===== src/rtl/msi_pkg.sv =====
// Package: shared types and helpers for the message-interrupt handler.
// Assumes a 5-bit message number and a 3-bit log2 vector-count encoding.
package msi_pkg;
    localparam int MSG_W = 5;
    localparam int MME_W = 3;

    typedef enum logic {
        ST_IDLE = 1'b0,
        ST_WAIT = 1'b1
    } msi_state_e;

    // Bit mask that keeps the low min(mme,5) bits of a message number.
    function automatic logic [MSG_W-1:0] alloc_mask(input logic [MME_W-1:0] mme);
        logic [MSG_W-1:0] m;
        for (int b = 0; b < MSG_W; b++) begin
            m[b] = (b < int'(mme));
        end
        return m;
    endfunction
endpackage


===== src/rtl/msi_pending.sv =====
// Module: sticky pending bits, one per source.
// Set by an event; cleared only when the granted index is acknowledged.
// A set in the same cycle as a clear wins, so no event is lost.
module msi_pending #(
    parameter int NUM_SRC = 32,
    localparam int IDX_W = (NUM_SRC > 1) ? $clog2(NUM_SRC) : 1
) (
    input  logic               clk,
    input  logic               rst_n,
    input  logic [NUM_SRC-1:0] set_vec,
    input  logic               clr_en,
    input  logic [IDX_W-1:0]   clr_idx,
    output logic [NUM_SRC-1:0] pend
);
    for (genvar g = 0; g < NUM_SRC; g++) begin : g_bit
        // Track one source's pending state.
        always_ff @(posedge clk) begin
            if (!rst_n) begin
                pend[g] <= 1'b0;
            end else if (set_vec[g]) begin
                pend[g] <= 1'b1;
            end else if (clr_en && (clr_idx == IDX_W'(g))) begin
                pend[g] <= 1'b0;
            end
        end
    end
endmodule


===== src/rtl/msi_rr_arb.sv =====
// Module: rotating-priority picker.
// Finds the first asserted bit of cand, searching upward with wrap from
// the index after last_idx. Purely combinational.
module msi_rr_arb #(
    parameter int NUM_SRC = 32,
    localparam int IDX_W = (NUM_SRC > 1) ? $clog2(NUM_SRC) : 1
) (
    input  logic [NUM_SRC-1:0] cand,
    input  logic [IDX_W-1:0]   last_idx,
    output logic               found,
    output logic [IDX_W-1:0]   pick
);
    // Scan all positions starting after the last grant.
    always_comb begin
        found = 1'b0;
        pick  = '0;
        for (int k = 1; k <= NUM_SRC; k++) begin
            int p;
            p = int'(last_idx) + k;
            if (p >= NUM_SRC) p = p - NUM_SRC;
            if (!found && cand[p]) begin
                found = 1'b1;
                pick  = IDX_W'(p);
            end
        end
    end
endmodule


===== src/rtl/msi_vec_map.sv =====
// Module: folds a source index onto the allocated message range and picks
// its traffic class. System-class sources always use class 0.
module msi_vec_map #(
    parameter int NUM_SRC = 32,
    parameter int TC_W = 3,
    localparam int IDX_W = (NUM_SRC > 1) ? $clog2(NUM_SRC) : 1
) (
    input  logic [IDX_W-1:0]        idx,
    input  logic [2:0]              mme,
    input  logic [NUM_SRC-1:0]      is_sys,
    input  logic [NUM_SRC*TC_W-1:0] tc_all,
    output logic [4:0]              num,
    output logic [TC_W-1:0]         tc
);
    import msi_pkg::*;

    // Mask the index to the allocated vector count.
    always_comb begin
        num = MSG_W'(idx) & alloc_mask(mme);
    end

    // Choose the traffic class for the selected source.
    always_comb begin
        if (is_sys[idx]) tc = '0;
        else             tc = tc_all[int'(idx)*TC_W +: TC_W];
    end
endmodule


===== src/rtl/msi_irq_handler.sv =====
// Module: top of the message-interrupt request handler.
// Gates requests on message-interrupt and bus-master enables, arbitrates
// pending sources in rotating order, holds one request until acknowledged.
// Assumes NUM_SRC <= 32 and an acknowledge that is a level sampled per edge.
module msi_irq_handler #(
    parameter int NUM_SRC = 32,
    parameter int TC_W = 3,
    parameter bit PER_SRC_EN = 1'b1,
    localparam int IDX_W = (NUM_SRC > 1) ? $clog2(NUM_SRC) : 1
) (
    input  logic                    clk,
    input  logic                    rst_n,
    input  logic [NUM_SRC-1:0]      src_event,
    input  logic [NUM_SRC-1:0]      src_en,
    input  logic                    glb_en,
    input  logic [NUM_SRC-1:0]      src_is_sys,
    input  logic [NUM_SRC*TC_W-1:0] src_tc,
    input  logic                    cfg_msi_en,
    input  logic                    cfg_bme,
    input  logic [2:0]              cfg_mme,
    input  logic                    cfg_intx_disable,
    output logic                    intx_off,
    output logic                    msi_req,
    output logic [4:0]              msi_num,
    output logic [TC_W-1:0]         msi_tc,
    input  logic                    msi_ack
);
    import msi_pkg::*;

    msi_state_e         state_q;
    logic [IDX_W-1:0]   grant_q;
    logic [IDX_W-1:0]   last_q;
    logic [NUM_SRC-1:0] pend;
    logic [NUM_SRC-1:0] eff_en;
    logic [NUM_SRC-1:0] cand;
    logic               found;
    logic [IDX_W-1:0]   pick;
    logic [4:0]         map_num;
    logic [TC_W-1:0]    map_tc;
    logic               ack_hit;
    logic               may_issue;

    if (PER_SRC_EN) begin : g_per_src
        // Per-source enables.
        always_comb eff_en = src_en;
    end else begin : g_global
        // One global enable for every source.
        always_comb eff_en = {NUM_SRC{glb_en}};
    end

    // Acknowledge of the outstanding grant.
    always_comb ack_hit = (state_q == ST_WAIT) && msi_ack;

    msi_pending #(.NUM_SRC(NUM_SRC)) u_pend (
        .clk     (clk),
        .rst_n   (rst_n),
        .set_vec (src_event),
        .clr_en  (ack_hit),
        .clr_idx (grant_q),
        .pend    (pend)
    );

    // Candidates are pending and enabled sources.
    always_comb cand = pend & eff_en;

    msi_rr_arb #(.NUM_SRC(NUM_SRC)) u_arb (
        .cand     (cand),
        .last_idx (last_q),
        .found    (found),
        .pick     (pick)
    );

    msi_vec_map #(.NUM_SRC(NUM_SRC), .TC_W(TC_W)) u_map (
        .idx    (pick),
        .mme    (cfg_mme),
        .is_sys (src_is_sys),
        .tc_all (src_tc),
        .num    (map_num),
        .tc     (map_tc)
    );

    // Issue is allowed only in idle with both configuration enables set.
    always_comb may_issue = (state_q == ST_IDLE) && cfg_msi_en && cfg_bme && found;

    // Request handshake state and held request fields.
    always_ff @(posedge clk) begin
        if (!rst_n) begin
            state_q <= ST_IDLE;
            msi_req <= 1'b0;
            msi_num <= '0;
            msi_tc  <= '0;
            grant_q <= '0;
            last_q  <= IDX_W'(NUM_SRC - 1);
        end else if (may_issue) begin
            state_q <= ST_WAIT;
            msi_req <= 1'b1;
            msi_num <= map_num;
            msi_tc  <= map_tc;
            grant_q <= pick;
            last_q  <= pick;
        end else if (ack_hit) begin
            state_q <= ST_IDLE;
            msi_req <= 1'b0;
        end
    end

    // Registered legacy-interrupt-off status.
    always_ff @(posedge clk) begin
        if (!rst_n) intx_off <= 1'b0;
        else        intx_off <= cfg_intx_disable;
    end
endmodule


===== config.mk =====
export PLATFORM = sky130hd
export DESIGN_NAME = msi_irq_handler
export DESIGN_NICKNAME = d
export VERILOG_FILES = /design/src/rtl/msi_pkg.sv /design/src/rtl/msi_pending.sv /design/src/rtl/msi_rr_arb.sv /design/src/rtl/msi_vec_map.sv /design/src/rtl/msi_irq_handler.sv
export SDC_FILE = /design/constraint.sdc
export NUM_CORES = 1
export LEC_CHECK = 0
export ABC_AREA = 1
export BUFFER_PORTS_ARGS = -buffer_cell sky130_fd_sc_hd__buf_2
export CORE_MARGIN = 5
export CORE_UTILIZATION = 55
export CTS_CLUSTER_SIZE = 20
export DETAILED_ROUTE_END_ITERATION = 7
export GPL_ROUTABILITY_DRIVEN = 0
export GPL_TIMING_DRIVEN = 0
export PLACE_DENSITY_LB_ADDON = 0.2
export SETUP_SLACK_MARGIN = 0.15
export SLEW_MARGIN = 30
export SYNTH_ARGS = -nofsm -noshare
export SYNTH_HDL_FRONTEND = slang
export SYNTH_SLANG_ARGS = --single-unit

===== constraint.sdc =====
create_clock -name clk -period 6.01 [get_ports clk]
set_clock_uncertainty 0.1 [all_clocks]
set_input_delay 0.3005 -clock clk [delete_from_list [all_inputs] [get_ports clk]]
set_output_delay 0.3005 -clock clk [all_outputs]
set_load 0.1 [all_outputs]

**Word level (Yosys, flattened, before mapping)**

Cells that the tools add are included.

- $add $sub $neg: 64
- $mul: 1
- $lt $le $gt $ge: 70
- Equal/unequal tests: 31
- Shift-type cells: 1
- Multiplexer cells: 261
- Bitwise gates (word level): 3
- Reductions and logical operators: 132

Operator list:

| kind | count |
|---|---|
| 32-bit by 7-bit greater-or-equal comparator with 1-bit output, second input constant | 32 |
| 32-bit by 7-bit less-than comparator with 1-bit output, second input constant | 32 |
| 32-bit 2-to-1 mux | 32 |
| 32-bit by 7-bit subtractor with 32-bit output, second input constant | 32 |
| 1-bit binary-select mux with 5-bit select | 33 |
| 1-bit 2-to-1 mux | 163 |
| 5-bit 2-to-1 mux | 32 |
| 5-bit by 5-bit adder with 6-bit output, second input constant | 16 |
| 96-bit by 32-bit variable part select with 3-bit output | 1 |
| 5-bit equality test, second input constant | 16 |
| 1-bit logical AND | 67 |
| 2-bit nonzero test | 33 |
| 5-bit by 4-bit adder with 6-bit output, second input constant | 8 |
| 5-bit by 4-bit equality test with 1-bit output, second input constant | 8 |
| 32-bit bitwise AND | 1 |
| 1-bit zero test | 31 |
| 5-bit by 3-bit adder with 6-bit output, second input constant | 4 |
| 5-bit by 3-bit equality test with 1-bit output, second input constant | 4 |
| 5-bit by 2-bit adder with 6-bit output, second input constant | 2 |
| 5-bit by 2-bit equality test with 1-bit output, second input constant | 2 |
| 5-bit by 6-bit adder with 7-bit output, second input constant | 1 |
| 5-bit by 2-bit multiplier with 7-bit output, second input constant | 1 |
| 5-bit by 1-bit adder with 6-bit output, second input constant | 1 |
| 1-bit by 3-bit less-than comparator with 1-bit output, first input constant | 2 |
| other kinds (8) | 9 |

- Register bits after elaboration: 52
- Input bits: 202
- Output and inout bits: 10

**Depth between registers and ports, before layout**

- Depth in word-level cells: 103
- Mapped depth: 60
- Mapped depth without buffers: 57

**Hierarchy**

Synthesis repeated with hierarchy kept, for this count alone.

- Cell total of the unflattened synthesis: 1539
- Area, all modules: 8230.4 µm²

Modules (own cells, without submodules):

| module | times used | cells an instance | area an instance (µm²) |
|---|---|---|---|
| msi_rr_arb | 1 | 829 | 4257.8 |
| msi_vec_map | 1 | 370 | 1612.8 |
| msi_pending | 1 | 181 | 1332.5 |
| msi_irq_handler | 1 | 159 | 1027.2 |

**Least setup slack after synthesis**

No wires, ideal clock.

- Kind: reg-to-reg
- From: reg last_q[1]
- To: reg msi_tc[1]
- Library setup time: 0.122 ns
- Arrival: 5.262 ns
- Path slack: 0.526 ns
- Cell stages (with the launch flop): 45
- Path buffers: 6
- Clock period less this slack: 5.484 ns
- Path through: dfxtp_1 inv_2 buf_2 buf_2 ha_1 buf_2 inv_2 buf_2 nand3_1 nand3_1 nand3_2 nand3_1 nand2_1 nor2_4 nand4_4 nor2_4 nand2_1 nor2_2 [... 9 more ...] nor2_4 nand3_2 nor2_4 nand4_2 nor2_4 nand2_2 nand3_2 nand2_2 clkbuf_1 buf_2 nand2_1 nand3_1 nand3_1 nand3_1 nand4_1 nand2_1 nand2_1 a21oi_1

- Word-level cells in the longest chain between the ends: 103
- Elaborated cells on any way between the ends: 356

Ends and longest elaborated chain:

| what | line | RTL |
|---|---|---|
| start: declaration | msi_irq_handler.sv:32 | `logic [IDX_W-1:0] last_q;` |
| start signal: assignment | msi_irq_handler.sv:93 | `last_q <= IDX_W'(NUM_SRC - 1);` |
| start signal: assignment | msi_irq_handler.sv:100 | `last_q <= pick;` |
| 5-bit by 1-bit adder with 6-bit output | msi_rr_arb.sv:19 | `p = int'(last_idx) + k;` |
| 32-bit by 7-bit subtractor with 32-bit output or 32-bit by 7-bit greater-or-equal comparator with 1-bit output (tied branches) | msi_rr_arb.sv:20 | `if (p >= NUM_SRC) p = p - NUM_SRC;` |
| 32-bit 2-to-1 mux | msi_rr_arb.sv:20 |  |
| 1-bit binary-select mux with 5-bit select | msi_rr_arb.sv:21 | `if (!found && cand[p]) begin` |
| 1-bit 2-to-1 mux (implied by the code) (2 in series) | msi_rr_arb.sv:21 |  |
| 1-bit 2-to-1 mux | msi_rr_arb.sv:21 |  |
| 1-bit zero test | msi_rr_arb.sv:21 |  |
| 1-bit logical AND | msi_rr_arb.sv:21 |  |
| [... 86 more ...] | -- |  |
| 1-bit logical AND | msi_rr_arb.sv:21 |  |
| 1-bit 2-to-1 mux | msi_rr_arb.sv:21 |  |
| 1-bit zero test | msi_rr_arb.sv:21 |  |
| 1-bit logical AND | msi_rr_arb.sv:21 |  |
| 5-bit 2-to-1 mux | msi_rr_arb.sv:21 |  |
| 5-bit by 2-bit multiplier with 7-bit output or 1-bit binary-select mux with 5-bit select (tied branches) | msi_vec_map.sv:25, msi_vec_map.sv:24 |  |
| 96-bit by 32-bit variable part select with 3-bit output or 1-bit 2-to-1 mux (tied branches) | msi_vec_map.sv:25, msi_vec_map.sv:24 |  |
| 3-bit 2-to-1 mux | msi_vec_map.sv:24 | `if (is_sys[idx]) tc = '0;` |
| end signal: assignment | msi_irq_handler.sv:98 | `msi_tc <= map_tc;` |
| end: declaration | msi_irq_handler.sv:25 | `output logic [TC_W-1:0] msi_tc,` |

Parallel ways exist; a longest one is shown, timed or not. The select of a mux whose other input is x is not followed.
A chain may end at the register's enable or synchronous reset.

**Final worst setup path**

- From: reg last_q[1]
- To: reg msi_tc[2]

Same word-level chain as after synthesis.

==> impl_metrics.xml <==
<?xml version="1.0" encoding="UTF-8"?>
<metrics>
  <group name="final_layout">
    <metric name="post_route_cells_drive_above_1_share" unit="%">27.2</metric>
    <metric name="synthToLayoutAreaGrowth" unit="%">34.4</metric>
    <metric name="finish.net_count" unit="">2052</metric>
  </group>
  <group name="global_route">
    <metric name="antenna_found_initial" unit="">1</metric>
    <metric name="grt_use_met3" unit="%">7.53</metric>
    <metric name="global_routing_s_busiest_layer" unit="">met2</metric>
    <metric name="global_route.usage.total" unit="%">36.0</metric>
    <metric name="grt_pass1_wl" unit="um">52100</metric>
    <metric name="global_route.usage.met1" unit="%">45.7</metric>
    <metric name="grt-ovfl-total" unit="">0</metric>
    <metric name="number_of_global_route_vias_before_repair" unit="">10586</metric>
    <metric name="grt_max_degree" unit="">17</metric>
    <metric name="met2_usage" unit="%">58.9</metric>
  </group>
  <group name="drt">
    <metric name="drtAntennaViolNets" unit="">0</metric>
    <metric name="vias" unit="">12269</metric>
    <metric name="routed_wire_length" unit="um">36300</metric>
    <metric name="detail_route.wl_per_cell" unit="um">18.0</metric>
    <metric name="detail_route.vias_per_cell" unit="">6.06</metric>
    <metric name="drt-pass1-iter-count" unit="">8</metric>
    <metric name="initialDrtViolationCount" unit="">1725</metric>
    <metric name="remaining_drcs" unit="">45</metric>
  </group>
  <group name="synthesis">
    <metric name="ys_types" unit="">49</metric>
    <metric name="post-synth-top-count-cell" unit="">nand2_1</metric>
    <metric name="ys_seq_elements" unit="">52</metric>
    <metric name="syn-mean-instance-area" unit="um2">5.19</metric>
    <metric name="syn-instance-count" unit="">1562</metric>
    <metric name="synth_top_flop_cell" unit="">dfxtp_1</metric>
    <metric name="synth.top_cells.by_count" unit="">nand2_1, nand3_1, inv_1</metric>
    <metric name="yosys.area.top_type" unit="">nand2_1</metric>
    <metric name="biggest_area_contributors_in_the_synthesized_netlist" unit="">nand2_1, nand3_1, dfxtp_1</metric>
    <metric name="synthesis.nets" unit="">1776</metric>
    <metric name="synth_enable_flop_cells" unit="">0</metric>
    <metric name="mappedNetlistArea" unit="um2">8100</metric>
    <metric name="synth.yosys.warnings" unit="">0</metric>
    <metric name="synth_top_area_share" unit="%">26.5</metric>
    <metric name="synth_async_sr_flop_share" unit="%">0</metric>
    <metric name="synth_sequential_area_ratio" unit="%">12.8</metric>
  </group>
  <group name="sta">
    <metric name="whs" unit="ps">94.6</metric>
    <metric name="rsz0062_at_grt" unit="">yes</metric>
    <metric name="setup_violations" unit="">0</metric>
    <metric name="final_period_minus_worst_setup_slack" unit="ps">5880</metric>
    <metric name="final_hold_viol_count" unit="">0</metric>
    <metric name="final_max_slew_viol_count" unit="">0</metric>
    <metric name="fin_crit_sh" unit="%">97.9</metric>
    <metric name="max_freq" unit="MHz">170</metric>
    <metric name="worstMarginPinSlew" unit="ps">886</metric>
    <metric name="worst_slew_margin_rel" unit="%">40.9</metric>
    <metric name="totalNegativeSetupSlack" unit="ps">0</metric>
  </group>
  <group name="floorplanning">
    <metric name="initial_utilization" unit="%">56.0</metric>
    <metric name="die_area" unit="um2">17300</metric>
    <metric name="floorplan_die_height" unit="um">131</metric>
    <metric name="design.portCount" unit="">212</metric>
    <metric name="chipWidth" unit="um">131</metric>
    <metric name="coreArea" unit="um2">14500</metric>
    <metric name="core_rows" unit="">44</metric>
  </group>
  <group name="setup_path">
    <metric name="worst_setup_path_start_kind" unit="">flip-flop</metric>
    <metric name="critPathCaptureType" unit="">flip-flop</metric>
    <metric name="timing.critical_path.slowest_stage_cell" unit="">dfxtp_4</metric>
    <metric name="crit_path_frequent_cell" unit="">nand2_1</metric>
    <metric name="cp_data_required_time" unit="ps">6070</metric>
    <metric name="critical_path_peak_fanout" unit="">10</metric>
    <metric name="critPathKind" unit="">reg -&gt; reg</metric>
    <metric name="slowest_delay" unit="ps">370</metric>
    <metric name="timing.reg2reg.setup_slack" unit="ps">130</metric>
    <metric name="timing.critical_path.arrival" unit="ps">5940</metric>
  </group>
  <group name="min_path">
    <metric name="min_path_type" unit="">in -&gt; reg</metric>
  </group>
  <group name="power_and_ir_drop">
    <metric name="post-layout-total-power" unit="mW">5.89</metric>
    <metric name="vdd_ir_drop_max" unit="mV">0.483</metric>
    <metric name="power_density" unit="nW/um2">541</metric>
    <metric name="power_leakage" unit="nW">5.72</metric>
  </group>
  <group name="clocking">
    <metric name="cts_inserted_buffers" unit="">5</metric>
    <metric name="clock-root-buffer" unit="">clkbuf_16</metric>
    <metric name="cts_tree" unit="">done</metric>
    <metric name="cts_max_level" unit="">2</metric>
    <metric name="clock_tree.buffer_depth" unit="">2</metric>
    <metric name="total_number_of_clock_tree_sinks" unit="">52</metric>
    <metric name="clock_insertion_delay_at_the_later_pin_of_the_skew_report" unit="ps">290</metric>
    <metric name="cts.reportedPaths.clkPinSlew" unit="ps">70</metric>
  </group>
  <group name="placed_design">
    <metric name="place_hpwl" unit="um">26500</metric>
    <metric name="port_buffers" unit="">209</metric>
  </group>
  <group name="flow_run">
    <metric name="timing.max_cap.violations" unit="">0</metric>
  </group>
  <group name="outcome">
    <metric name="run_status" unit="">finished with violations</metric>
    <metric name="failing_checks" unit="">design-rule violations</metric>
  </group>
</metrics>
-- through the flow --
step	cells	setup slack [ps]	utilization [%]	area [um2]
5_1_grt	2024	-93.3	75.2	10900
2_1_floorplan	1562	526	-	8100
6_report	2024	127	75.2	10900
3_3_place_gp	1955	-739	64.8	9380
4_1_cts	1978	170	68.1	9870
3_5_place_dp	1955	-852	64.8	9380
-- area by class of cell --
| cell class | instances | area, um2 |
|---|---|---|
| inverters | 168 | 666 |
| clock inverters | 2 | 15.0 |
| diodes | 1 | 2.50 |
| plain buffers | 68 | 603 |
| clock buffers | 6 | 139 |
| well taps | 184 | 230 |
| fillers | 1211 | 3590 |
| multi-input cells | 1274 | 6650 |
| repair buffers | 269 | 1540 |
| flip-flops and latches | 52 | 1050 |
-- cell families after synthesis --
logic type / count (synthesis) / synth area share (%)
AO/OA/AOI/OAI: 212 / 14.6
XOR/XNOR: 16 / 1.92
adder cells (fa/ha/maj): 12 / 1.85
buffers and inverters: 236 / 12.5
flip-flops: 52 / 12.8
AND/OR/NAND/NOR: 1034 / 56.3
-- per-layer routing --
layer / wire [um] / vias up
met3: 4900 / 264
met4: 2500 / 0
met5: 0 / -
met2: 16100 / 975
met1: 12800 / 5396
li1: - / 5634
-- report_power, final --
part / switching (mW) / total, mW / internal, mW
Combinational: 3.31 / 5.17 / 1.87
Clock: 0.131 / 0.297 / 0.166
Sequential: 0.0404 / 0.424 / 0.384
Total: 3.48 / 5.89 / 2.42
-- sequential cells by signal, indices dropped and copies added (netlist names) --
signal       count
last_q           5
intx_off         1
msi_num          5
state_q          1
msi_tc           3
grant_q          5
u_pend.pend     32
-- critical path, delay by kind of cell (launching register included) --
family | cells | cell delay [ps]
simple gates | 32 | 3620
xor+xnor | 1 | 290
buf+inv | 9 | 1090
fa+ha+maj | 1 | 200
flops | 1 | 370
compound gates | 1 | 60
-- layout by cell type, fill, tap and decap left out, types with 10 or more instances in the layout --
cell type  count
a21oi_1       80
buf_2        222
buf_4         64
buf_6         15
clkbuf_4      10
dfxtp_1       49
inv_1        144
inv_2         15
nand2_1      550
nand2_2       26
nand3_1      233
nand3_2       41
nand3b_1      15
nand4_1       14
nor2_1       103
nor2_2        12
nor2_4        15
o21ai_0       62
o21ai_1       23
-- worst paths after layout --
check | startpoint | to | depth (start not counted)
worst max-delay path | last_q[1]$_SDFFE_PN1P_ | msi_tc[2]$_SDFFE_PN0P_ | 44
worst min-delay path | cfg_intx_disable | intx_off$_SDFF_PN0_ | 3
worst max register to register | last_q[1]$_SDFFE_PN1P_ | msi_tc[2]$_SDFFE_PN0P_ | 44
worst min register to register | msi_num[3]$_SDFFE_PN0P_ | msi_num[3]$_SDFFE_PN0P_ | 2
-- timing repair --
action,CTS,global route
pin swaps,11,31
hold buffers,0,0
setup endpoints to repair,19,19
hold endpoints to repair,0,0
setup buffers,14,41
resized for setup,67,175
gates cloned,1,4
Note: power is estimated with default switching activity, not from simulation.
